===== config.mk =====
export PLATFORM = sky130hd
export DESIGN_NAME = pwm_shadow_top
export DESIGN_NICKNAME = d
export VERILOG_FILES = /design/src/rtl/pwm_shadow_pkg.sv /design/src/rtl/pwm_timebase.sv /design/src/rtl/pwm_channel.sv /design/src/rtl/pwm_shadow_top.sv
export SDC_FILE = /design/constraint.sdc
export NUM_CORES = 1
export LEC_CHECK = 0
export ABC_AREA = 1
export BUFFER_PORTS_ARGS = -buffer_cell sky130_fd_sc_hd__buf_2
export CORE_MARGIN = 2
export CORE_UTILIZATION = 45
export CTS_CLUSTER_DIAMETER = 150
export DETAILED_ROUTE_END_ITERATION = 6
export GPL_TIMING_DRIVEN = 0
export SLEW_MARGIN = 20
export SYNTH_ARGS = -nofsm -noshare
export SYNTH_HDL_FRONTEND = slang
export SYNTH_HIERARCHICAL = 1
export SYNTH_SLANG_ARGS = --single-unit

===== constraint.sdc =====
create_clock -name clk -period 2.6 [get_ports clk]
set_input_delay 0.26 -clock clk [delete_from_list [all_inputs] [get_ports clk]]
set_output_delay 0.26 -clock clk [all_outputs]
set_load 0.02 [all_outputs]

===== src/rtl/pwm_shadow_pkg.sv =====
package pwm_shadow_pkg;
    localparam int ADDR_W = 7;
    localparam int DATA_W = 16;
    localparam int CHF_W  = ADDR_W - 2;

    localparam logic [ADDR_W-1:0] A_PRESCALE  = 7'h00;
    localparam logic [ADDR_W-1:0] A_PERIOD    = 7'h01;
    localparam logic [ADDR_W-1:0] A_CTRL      = 7'h02;
    localparam logic [ADDR_W-1:0] A_INVERT    = 7'h03;
    localparam logic [ADDR_W-1:0] A_EDGE_BASE = 7'h40;

    typedef enum logic [1:0] {
        ACC_NONE,
        ACC_CFG,
        ACC_EDGE
    } acc_kind_e;

    typedef struct packed {
        logic             hit;
        logic             is_fall;
        logic [CHF_W-1:0] ch;
    } edge_dec_t;

    typedef struct packed {
        acc_kind_e         kind;
        logic              we;
        logic [ADDR_W-1:0] addr;
        logic [DATA_W-1:0] data;
    } bus_req_t;

    function automatic edge_dec_t decode_edge(input logic [ADDR_W-1:0] a);
        edge_dec_t d;
        d.hit     = a[ADDR_W-1];
        d.is_fall = a[0];
        d.ch      = a[ADDR_W-2:1];
        return d;
    endfunction

    function automatic logic [ADDR_W-1:0] edge_addr(input int ch, input logic fall);
        return A_EDGE_BASE + ADDR_W'(2 * ch) + ADDR_W'(fall);
    endfunction
endpackage


===== src/rtl/pwm_timebase.sv =====
module pwm_timebase #(
    parameter int CNT_W = 8,
    parameter int PRE_W = 8
) (
    input  logic             clk,
    input  logic             rst,
    input  logic [PRE_W-1:0] prescale,
    input  logic [CNT_W-1:0] period,
    output logic [CNT_W-1:0] cnt,
    output logic             tick,
    output logic             period_start
);
    logic [PRE_W-1:0] pre_q;
    logic [CNT_W-1:0] cnt_q;

    assign tick         = (pre_q >= prescale);
    assign period_start = tick && (cnt_q >= period);
    assign cnt          = cnt_q;

    always_ff @(posedge clk) begin
        if (rst) begin
            pre_q <= '0;
        end else if (tick) begin
            pre_q <= '0;
        end else begin
            pre_q <= pre_q + 1'b1;
        end
    end

    always_ff @(posedge clk) begin
        if (rst) begin
            cnt_q <= '0;
        end else if (period_start) begin
            cnt_q <= '0;
        end else if (tick) begin
            cnt_q <= cnt_q + 1'b1;
        end
    end
endmodule


===== src/rtl/pwm_channel.sv =====
module pwm_channel #(
    parameter int CNT_W      = 8,
    parameter bit HAS_SHADOW = 1'b0,
    parameter bit DAC_MODE   = 1'b0
) (
    input  logic             clk,
    input  logic             rst,
    input  logic             wr_rise,
    input  logic             wr_fall,
    input  logic [CNT_W-1:0] wdata,
    input  logic             sync_en,
    input  logic             period_start,
    input  logic             tick,
    input  logic [CNT_W-1:0] cnt,
    input  logic             invert,
    output logic [CNT_W-1:0] rd_rise,
    output logic [CNT_W-1:0] rd_fall,
    output logic [CNT_W-1:0] act_rise,
    output logic [CNT_W-1:0] act_fall,
    output logic             pwm_raw,
    output logic             pwm_out
);
    logic [CNT_W-1:0] rise_q, fall_q;
    logic             out_q;

    generate
        if (HAS_SHADOW) begin : g_buf
            logic [CNT_W-1:0] rise_sh, fall_sh;

            always_ff @(posedge clk) begin
                if (rst) begin
                    rise_sh <= '0;
                    fall_sh <= '0;
                end else begin
                    if (wr_rise) rise_sh <= wdata;
                    if (wr_fall) fall_sh <= wdata;
                end
            end

            always_ff @(posedge clk) begin
                if (rst) begin
                    rise_q <= '0;
                    fall_q <= '0;
                end else if (sync_en) begin
                    if (period_start) begin
                        rise_q <= rise_sh;
                        fall_q <= fall_sh;
                    end
                end else begin
                    if (wr_rise) rise_q <= wdata;
                    if (wr_fall) fall_q <= wdata;
                end
            end

            assign rd_rise = rise_sh;
            assign rd_fall = fall_sh;
        end else begin : g_direct
            always_ff @(posedge clk) begin
                if (rst) begin
                    rise_q <= '0;
                    fall_q <= '0;
                end else begin
                    if (wr_rise) rise_q <= wdata;
                    if (wr_fall) fall_q <= wdata;
                end
            end

            assign rd_rise = rise_q;
            assign rd_fall = fall_q;
        end
    endgenerate

    generate
        if (DAC_MODE) begin : g_dac
            logic [CNT_W-1:0] acc_q;
            logic [CNT_W:0]   sum;

            assign sum = {1'b0, acc_q} + {1'b0, rise_q};

            always_ff @(posedge clk) begin
                if (rst) begin
                    acc_q <= '0;
                    out_q <= 1'b0;
                end else if (tick) begin
                    acc_q <= sum[CNT_W-1:0];
                    out_q <= sum[CNT_W];
                end
            end
        end else begin : g_pwm
            always_ff @(posedge clk) begin
                if (rst) begin
                    out_q <= 1'b0;
                end else if (rise_q == fall_q) begin
                    out_q <= 1'b0;
                end else if (cnt == rise_q) begin
                    out_q <= 1'b1;
                end else if (cnt == fall_q) begin
                    out_q <= 1'b0;
                end
            end
        end
    endgenerate

    assign act_rise = rise_q;
    assign act_fall = fall_q;
    assign pwm_raw  = out_q;
    assign pwm_out  = out_q ^ invert;
endmodule


===== src/rtl/pwm_shadow_top.sv =====
module pwm_shadow_top
    import pwm_shadow_pkg::*;
#(
    parameter int              NUM_CH      = 16,
    parameter int              CNT_W       = 8,
    parameter int              PRE_W       = 8,
    parameter logic [NUM_CH-1:0] SHADOW_MASK = 16'h00F1,
    parameter logic [NUM_CH-1:0] DAC_MASK    = 16'h0008
) (
    input  logic              clk,
    input  logic              rst,
    input  logic              bus_sel,
    input  logic              bus_write,
    input  logic [ADDR_W-1:0] bus_addr,
    input  logic [DATA_W-1:0] bus_wdata,
    output logic [DATA_W-1:0] bus_rdata,
    output logic [NUM_CH-1:0] pwm_o
);
    logic [PRE_W-1:0]  prescale_q;
    logic [CNT_W-1:0]  period_q;
    logic              sync_q;
    logic [NUM_CH-1:0] invert_q;

    logic [CNT_W-1:0]  cnt;
    logic              tick, period_start;

    bus_req_t  req;
    edge_dec_t dec;
    logic      wr_en;

    logic [NUM_CH-1:0]            wr_rise, wr_fall;
    logic [NUM_CH-1:0][CNT_W-1:0] rd_rise, rd_fall;
    logic [NUM_CH-1:0][CNT_W-1:0] act_rise, act_fall;
    logic [NUM_CH-1:0]            pwm_raw;

    always_comb begin
        dec      = decode_edge(bus_addr);
        req.we   = bus_sel && bus_write;
        req.addr = bus_addr;
        req.data = bus_wdata;
        if (!bus_sel)     req.kind = ACC_NONE;
        else if (dec.hit) req.kind = ACC_EDGE;
        else              req.kind = ACC_CFG;
    end

    assign wr_en = req.we;

    always_ff @(posedge clk) begin
        if (rst) begin
            prescale_q <= '0;
            period_q   <= '0;
            sync_q     <= 1'b0;
            invert_q   <= '0;
        end else if (req.we && req.kind == ACC_CFG) begin
            case (req.addr)
                A_PRESCALE: prescale_q <= req.data[PRE_W-1:0];
                A_PERIOD:   period_q   <= req.data[CNT_W-1:0];
                A_CTRL:     sync_q     <= req.data[0];
                A_INVERT:   invert_q   <= req.data[NUM_CH-1:0];
                default:    ;
            endcase
        end
    end

    pwm_timebase #(
        .CNT_W(CNT_W),
        .PRE_W(PRE_W)
    ) u_timebase (
        .clk         (clk),
        .rst         (rst),
        .prescale    (prescale_q),
        .period      (period_q),
        .cnt         (cnt),
        .tick        (tick),
        .period_start(period_start)
    );

    generate
        for (genvar c = 0; c < NUM_CH; c++) begin : g_ch
            assign wr_rise[c] = req.we && req.kind == ACC_EDGE &&
                                dec.ch == CHF_W'(c) && !dec.is_fall;
            assign wr_fall[c] = req.we && req.kind == ACC_EDGE &&
                                dec.ch == CHF_W'(c) && dec.is_fall;

            pwm_channel #(
                .CNT_W     (CNT_W),
                .HAS_SHADOW(SHADOW_MASK[c]),
                .DAC_MODE  (DAC_MASK[c])
            ) u_ch (
                .clk         (clk),
                .rst         (rst),
                .wr_rise     (wr_rise[c]),
                .wr_fall     (wr_fall[c]),
                .wdata       (req.data[CNT_W-1:0]),
                .sync_en     (sync_q),
                .period_start(period_start),
                .tick        (tick),
                .cnt         (cnt),
                .invert      (invert_q[c]),
                .rd_rise     (rd_rise[c]),
                .rd_fall     (rd_fall[c]),
                .act_rise    (act_rise[c]),
                .act_fall    (act_fall[c]),
                .pwm_raw     (pwm_raw[c]),
                .pwm_out     (pwm_o[c])
            );
        end
    endgenerate

    always_comb begin
        bus_rdata = '0;
        if (dec.hit) begin
            for (int c = 0; c < NUM_CH; c++) begin
                if (dec.ch == CHF_W'(c)) begin
                    bus_rdata = dec.is_fall ? DATA_W'(rd_fall[c]) : DATA_W'(rd_rise[c]);
                end
            end
        end else begin
            case (bus_addr)
                A_PRESCALE: bus_rdata = DATA_W'(prescale_q);
                A_PERIOD:   bus_rdata = DATA_W'(period_q);
                A_CTRL:     bus_rdata = DATA_W'(sync_q);
                A_INVERT:   bus_rdata = DATA_W'(invert_q);
                default:    bus_rdata = '0;
            endcase
        end
    end
endmodule


Word-level counts from Yosys, hierarchy flattened
Index checks and enable logic that the tools add are counted.

Magnitude comparators: 2. Bitwise logic cells: 16. $add $sub $neg: 3. Eq/ne operators: 66. Multiplexer cells: 96. Reductions and logical operators: 111.

Operators with widths (number): $mux W8 (47); $eq A8 B8 Y1 (45); $mux W16 (16); $pmux W16 S4 (1); $logic_and A1 B1 Y1 (52); $reduce_bool A2 Y1 (25); $eq A5 B4 Y1 const B (8); $reduce_or A2 Y1 (17); $mux W1 (30); $reduce_and A2 Y1 (14); $eq A5 B3 Y1 const B (4); $add A8 B1 Y8 const B (2); $ge A8 B8 Y1 (2); $xor A1 B1 Y1 (16); $eq A7 B2 Y1 const B (2); $eq A5 B2 Y1 const B (2); $add A8 B8 Y9 (1); $eq A7 B1 Y1 const B (1); $logic_not A7 Y1 (1); $eq A5 B1 Y1 const B (1); $logic_not A5 Y1 (1); $mux W2 (2); $eq A2 B1 Y1 const B (1); $eq A2 B2 Y1 const B (1); 2 further kinds (2).

Register bits: 409. Word-level logic and storage cells: 359. Output and inout port bits: 32. Input port bits: 27.

Logic depth before layout (Yosys ltp)
Depth in word-level cells: 18. Depth in mapped cells: 16. Mapped depth without buffers: 15.

Modules after synthesis
The synthesis kept the hierarchy.

By module, submodules not included: pwm_channel at g_ch[10].u_ch ... (area each 1032.2 sq um, cells each 148, sequential area each 340.3 sq um, times used 10); pwm_channel at g_ch[0].u_ch ... (area each 1605.3 sq um, cells each 227, sequential area each 660.6 sq um, times used 5); pwm_shadow_top (area each 4219.0 sq um, cells each 769, sequential area each 660.6 sq um, times used 1); pwm_channel at g_ch[3].u_ch (area each 1323.8 sq um, cells each 183, sequential area each 500.5 sq um, times used 1); pwm_timebase (area each 1249.9 sq um, cells each 179, sequential area each 320.3 sq um, times used 1).

Worst setup path after synthesis
Ideal clock, no wire load.

Path type: register -> register. Start: reg u_timebase.cnt_q[0] (netlist: u_timebase/cnt[0]). End: reg g_ch[0].u_ch.fall_q[6]. Slack: -0.267 ns. Arrival: 2.745 ns. Data required time: 2.478 ns. Clock period less this slack: 2.867 ns. Setup time: 0.122 ns. Stages on the path, launching flop included: 16. Buffers on the path: 1. Path through: dfxtp_1 > inv_1 > ha_1 > nand2_1 > nand3b_1 > nand2_1 > nand2_1 > nand2_1 > nand2_1 > nand2_2 > inv_1 > nand2_1 > o21ai_4 > buf_6 > o21ai_1 > a31oi_1.

Cells in the longest elaborated chain, start to end: 4.

RTL lines: start, declared (RTL line pwm_timebase.sv:14) `logic [CNT_W-1:0] cnt_q;`; start signal, assigned (RTL line pwm_timebase.sv:36) `cnt_q <= cnt_q + 1'b1;`; $ge A8 B8 Y1 (RTL line pwm_timebase.sv:17) `assign period_start = tick && (cnt_q >= period);`; $logic_and A1 B1 Y1 (RTL line pwm_timebase.sv:17); named net period_start (RTL line pwm_shadow_top.sv:25) `logic tick, period_start;`; $ne A2 B1 Y1 (no line); $reduce_and A2 Y1 (no line); end signal, assigned (RTL line pwm_channel.sv:47) `fall_q <= fall_sh;`; end signal, assigned (RTL line pwm_channel.sv:51) `if (wr_fall) fall_q <= wdata;`; end, declared (RTL line pwm_channel.sv:23) `logic [CNT_W-1:0] rise_q, fall_q;`.

The timed path passes the listed nets, and every way through them passes these cells. A chain may end at the register's enable or synchronous reset.

Worst setup path in the final report
Start: reg g_ch[1].u_ch.rise_q[4]. End: out bus_rdata[4].

Cells in the longest elaborated chain, start to end: 17.

RTL lines: start, declared (RTL line pwm_channel.sv:23); start signal, assigned (RTL line pwm_channel.sv:63) `if (wr_rise) rise_q <= wdata;`; $mux W8 (RTL line pwm_shadow_top.sv:115) `bus_rdata = dec.is_fall ? DATA_W'(rd_fall[c]) : DATA_W'(rd_rise[c]);`; $mux W16 (15 in a row) (RTL line pwm_shadow_top.sv:114) `if (dec.ch == CHF_W'(c)) begin`; $mux W16 (RTL line pwm_shadow_top.sv:112) `if (dec.hit) begin`; end, declared (RTL line pwm_shadow_top.sv:16) `output logic [DATA_W-1:0] bus_rdata,`.

Every way passes these cells.

==> flow_summary.yaml <==
outcome:
  status: "finished with violations"
  violations: "negative setup slack"
timing:
  finalHoldViolations: 0
  period_minus_slack_ps: 2976
  rsz0062_at_grt: "yes"
  drv_slew: 0
  tightest_slew_ps: 1027
  slew_headroom_pct: 31.55
  worst_clock_skew_ps: 36.27
  setup_slack_ps: -375.6
  setup_viol: 8
  fin_crit_sh_pct: 114.4
  max_clock_freq_mhz: 336.1
global_routing:
  grt_pass1_wl_um: 129200
  use_met1_pct: 41.34
  antenna_found_initial: 0
  use_met2_pct: 46.01
  grt.total_usage_pct: 29.18
  first_global_vias: 21477
  grt-ovfl-total: 0
  met3_usage_pct: 3.639
  grt_start_max_net_pins: 42
  top_usage_layer: "met2"
cts:
  cts_buffers: 49
  clkLatencyLatePin_ps: 630
  max-clock-path-buffers: 3
  cts_sinks: 409
  h-tree-depth: 2
  clk_pin_slew_worst_paths_ps: 60
  cts-root-buf: "clkbuf_16"
  cts_tree: "built"
detailed_routing:
  drtIter0Drc: 1895
  route.detailed.drc: 0
  drtPass1Iterations: 5
  antenna_left: 0
  vias_per_cell: 5.093
  vias: 23838
  wl_per_cell_um: 18.37
  routed_wl_um: 86010
power_and_ir_drop:
  power.share.sequential_pct: 44.9
  power.leakage_nw: 12.83
  ir_drop_uv: 488.1
  pwr_density_cell_nw_per_um2: 482.0
  p_int_mw: 10.48
  p_clk_share_pct: 49.1
  p_switching_mw: 3.518
  swShare_pct: 25.13
  combPwrFrac_pct: 6.0
  power_mw: 14.00
synth:
  synth_seq_cells: 409
  yosys-top-cells-area: "dfxtp_1 33%, nand2_1 12%, nor2_1 9.9%"
  synth_top_area_share_pct: 32.57
  synthArstFlopShare_pct: 0
  yosysSeqAreaShare_pct: 32.57
  synth_cell_types: 48
  syn_nets: 3800
  synth_edf_count: 0
  yosysWarningCount: 6
  avgSynthCellArea_um2: 6.712
  ys.flop_type: "dfxtp_1"
  syn_area_um2: 25140
  synth_top_area_cell: "dfxtp_1"
  netlist_instances: 3746
place:
  globalplace.congestion: 0.8804
  dp_slack_ps: -1214
  io_buffers: 58
  post-dp-hpwl_um: 57500
  dp.cells: 4560
critical_path:
  startpoint_type: "register"
  arrival_ps: 2720
  endpoint: "bus_rdata[4]"
  worstRegToRegCells: 14
  crit_path_end_kind: "output pin"
  r2r-end: "g_ch[5].u_ch/act_fall[5]"
  crit_path_max_incr_delay_ps: 350
  crit_type: "register to output pin"
  worstSetupStartpoint: "g_ch[1].u_ch/act_rise[4]"
  crit_path_frequent_cell: "nand2_2"
  critPathRequiredTime_ps: 2340
  critical_path.slowest_cell: "dfxtp_4"
  path_max_fanout: 2
  r2r_start: "u_timebase/cnt[4]"
  crit_path_cell_trace: "buf_6 -> a21oi_2 -> nor2_1 -> nor2_2 -> nand3_2 -> nor2_2 -> nand4_1 -> nand2_2 -> nand3_4 -> nand2_2 -> nand4_1 -> nand2_2 -> nand2_2 -> buf_6"
  r2r_slack_ps: 130
floorplanning:
  rows: 86
  ioPinCount: 59
  coreArea_um2: 55200
  start_util_pct: 45.55
  die_x_um: 240.4
  fp.dieH_um: 240.4
  die_area_um2: 57780
final_layout:
  drive_above_1_share_pct: 16.70
  mostFrequentLayoutCell: "nand2_1"
  nets: 3948
  syn_to_final_growth_pct: 15.51
  final_cells: 4681
  layout_common_cells: "768 x nand2_1, 643 x nor2_1, 369 x dfxtp_1"
  final_core_util_pct: 52.61
  antenna_cells: 0
min_path:
  hold_class: "input port to register"
job:
  maxCapViolCount: 0
[critical path, delay by kind of cell (launching register included)]
| kind | cells | cell delay [ps] |
|---|---|---|
| and+or+nand+nor | 11 | 1420 |
| AOI/OAI and AO/OA | 1 | 110 |
| buffers and inverters | 2 | 240 |
| DFF | 1 | 350 |
[area by class of cell]
class                   instances  area, um^2
multi-input cells            2705       14160
clock buffers                  77        1441
clock inverters                13       146.4
inverters                     347        1306
flip-flops and latches        409        8290
fillers                      5582       26160
well taps                     748       935.9
plain buffers                 264        1765
repair buffers                118       994.7
[synth_stat cells, drive strengths merged (28+ instances only)]
| library cell | n |
|---|---|
| xnor2 | 264 |
| dfxtp | 409 |
| clkbuf | 28 |
| o21ai | 373 |
| inv | 346 |
| a21oi | 109 |
| nand2 | 813 |
| nor2 | 670 |
| buf | 258 |
| a31oi | 88 |
| nor3 | 41 |
| o211ai | 47 |
| nand4 | 35 |
| nand3 | 78 |
| or2 | 80 |
[through the flow]
step | hold slack, ps | setup TNS [ps] | cell area, um^2
finish | 102.4 | -2258 | 29040
CTS | 84.99 | -3553 | 28730
global placement | 460.7 | -238750 | 26380
floorplan | 394.9 | 0 | 25150
global route | 158.8 | -2801 | 29040
detailed placement | 459.6 | -168080 | 26610
[cell families after synthesis]
| group | after synthesis | synth area share [%] |
|---|---|---|
| buffers and inverters | 633 | 12.79 |
| AO/OA/AOI/OAI | 666 | 15.25 |
| XOR/XNOR | 288 | 10.03 |
| flip-flops | 409 | 32.57 |
| adder cells (fa/ha/maj) | 27 | 1.374 |
| AND/OR/NAND/NOR | 1723 | 27.99 |
[power groups by stage]
stage                     clock [mW]  combinational [mW]  sequential, mW
after floorplan                    0               0.394            6.44
after global placement             0               0.759            6.45
after detailed placement           0               0.765            6.44
after CTS                       6.97               0.807            6.29
after global routing            7.20               0.883            6.29
final                           6.88               0.834            6.29
[timing repair]
item / 4_1_cts / 5_1_grt
resized for setup: 127 / 65
cloned: 0 / 2
pin swaps: 64 / 64
setup buffers: 24 / 19
hold endpoints to repair: 8 / 0
endpoints found under the setup margin: 140 / 107
hold buffers: 8 / 0
[worst min path at each step]
stage	start	to	slack (ps)	cells after the start
2_1_floorplan	bus_wdata[0]	g_ch[0].u_ch/rd_fall[0]	390	2
3_5_place_dp	g_ch[7].u_ch/pwm_raw	g_ch[7].u_ch/pwm_raw	460	2
6_report	bus_addr[3]	sync_q	100	4
4_1_cts	bus_addr[3]	sync_q	80	4
5_1_grt	bus_addr[3]	sync_q	160	4
3_3_place_gp	g_ch[7].u_ch/pwm_raw	g_ch[7].u_ch/pwm_raw	460	2
[state kept, by name, indices dropped and copies added, names as in the netlist]
register / cells
g_ch.u_ch/act_fall: 128
g_ch.u_ch/act_rise: 128
g_ch.u_ch/rd_fall: 40
g_ch.u_ch/rd_rise: 40
g_ch.u_ch/pwm_raw: 16
invert_q: 16
g_ch.u_ch/g_dac.acc_q: 8
period_q: 8
prescale_q: 8
u_timebase/cnt: 8
u_timebase/pre_q: 8
sync_q: 1
[layer usage]
layer / vias up / routed length [um]
li1: 12145 / -
met1: 10831 / 39610
met2: 733 / 37820
met5: - / 0
met4: 0 / 2493
met3: 129 / 6089
(Power assumes the default switching activity.)
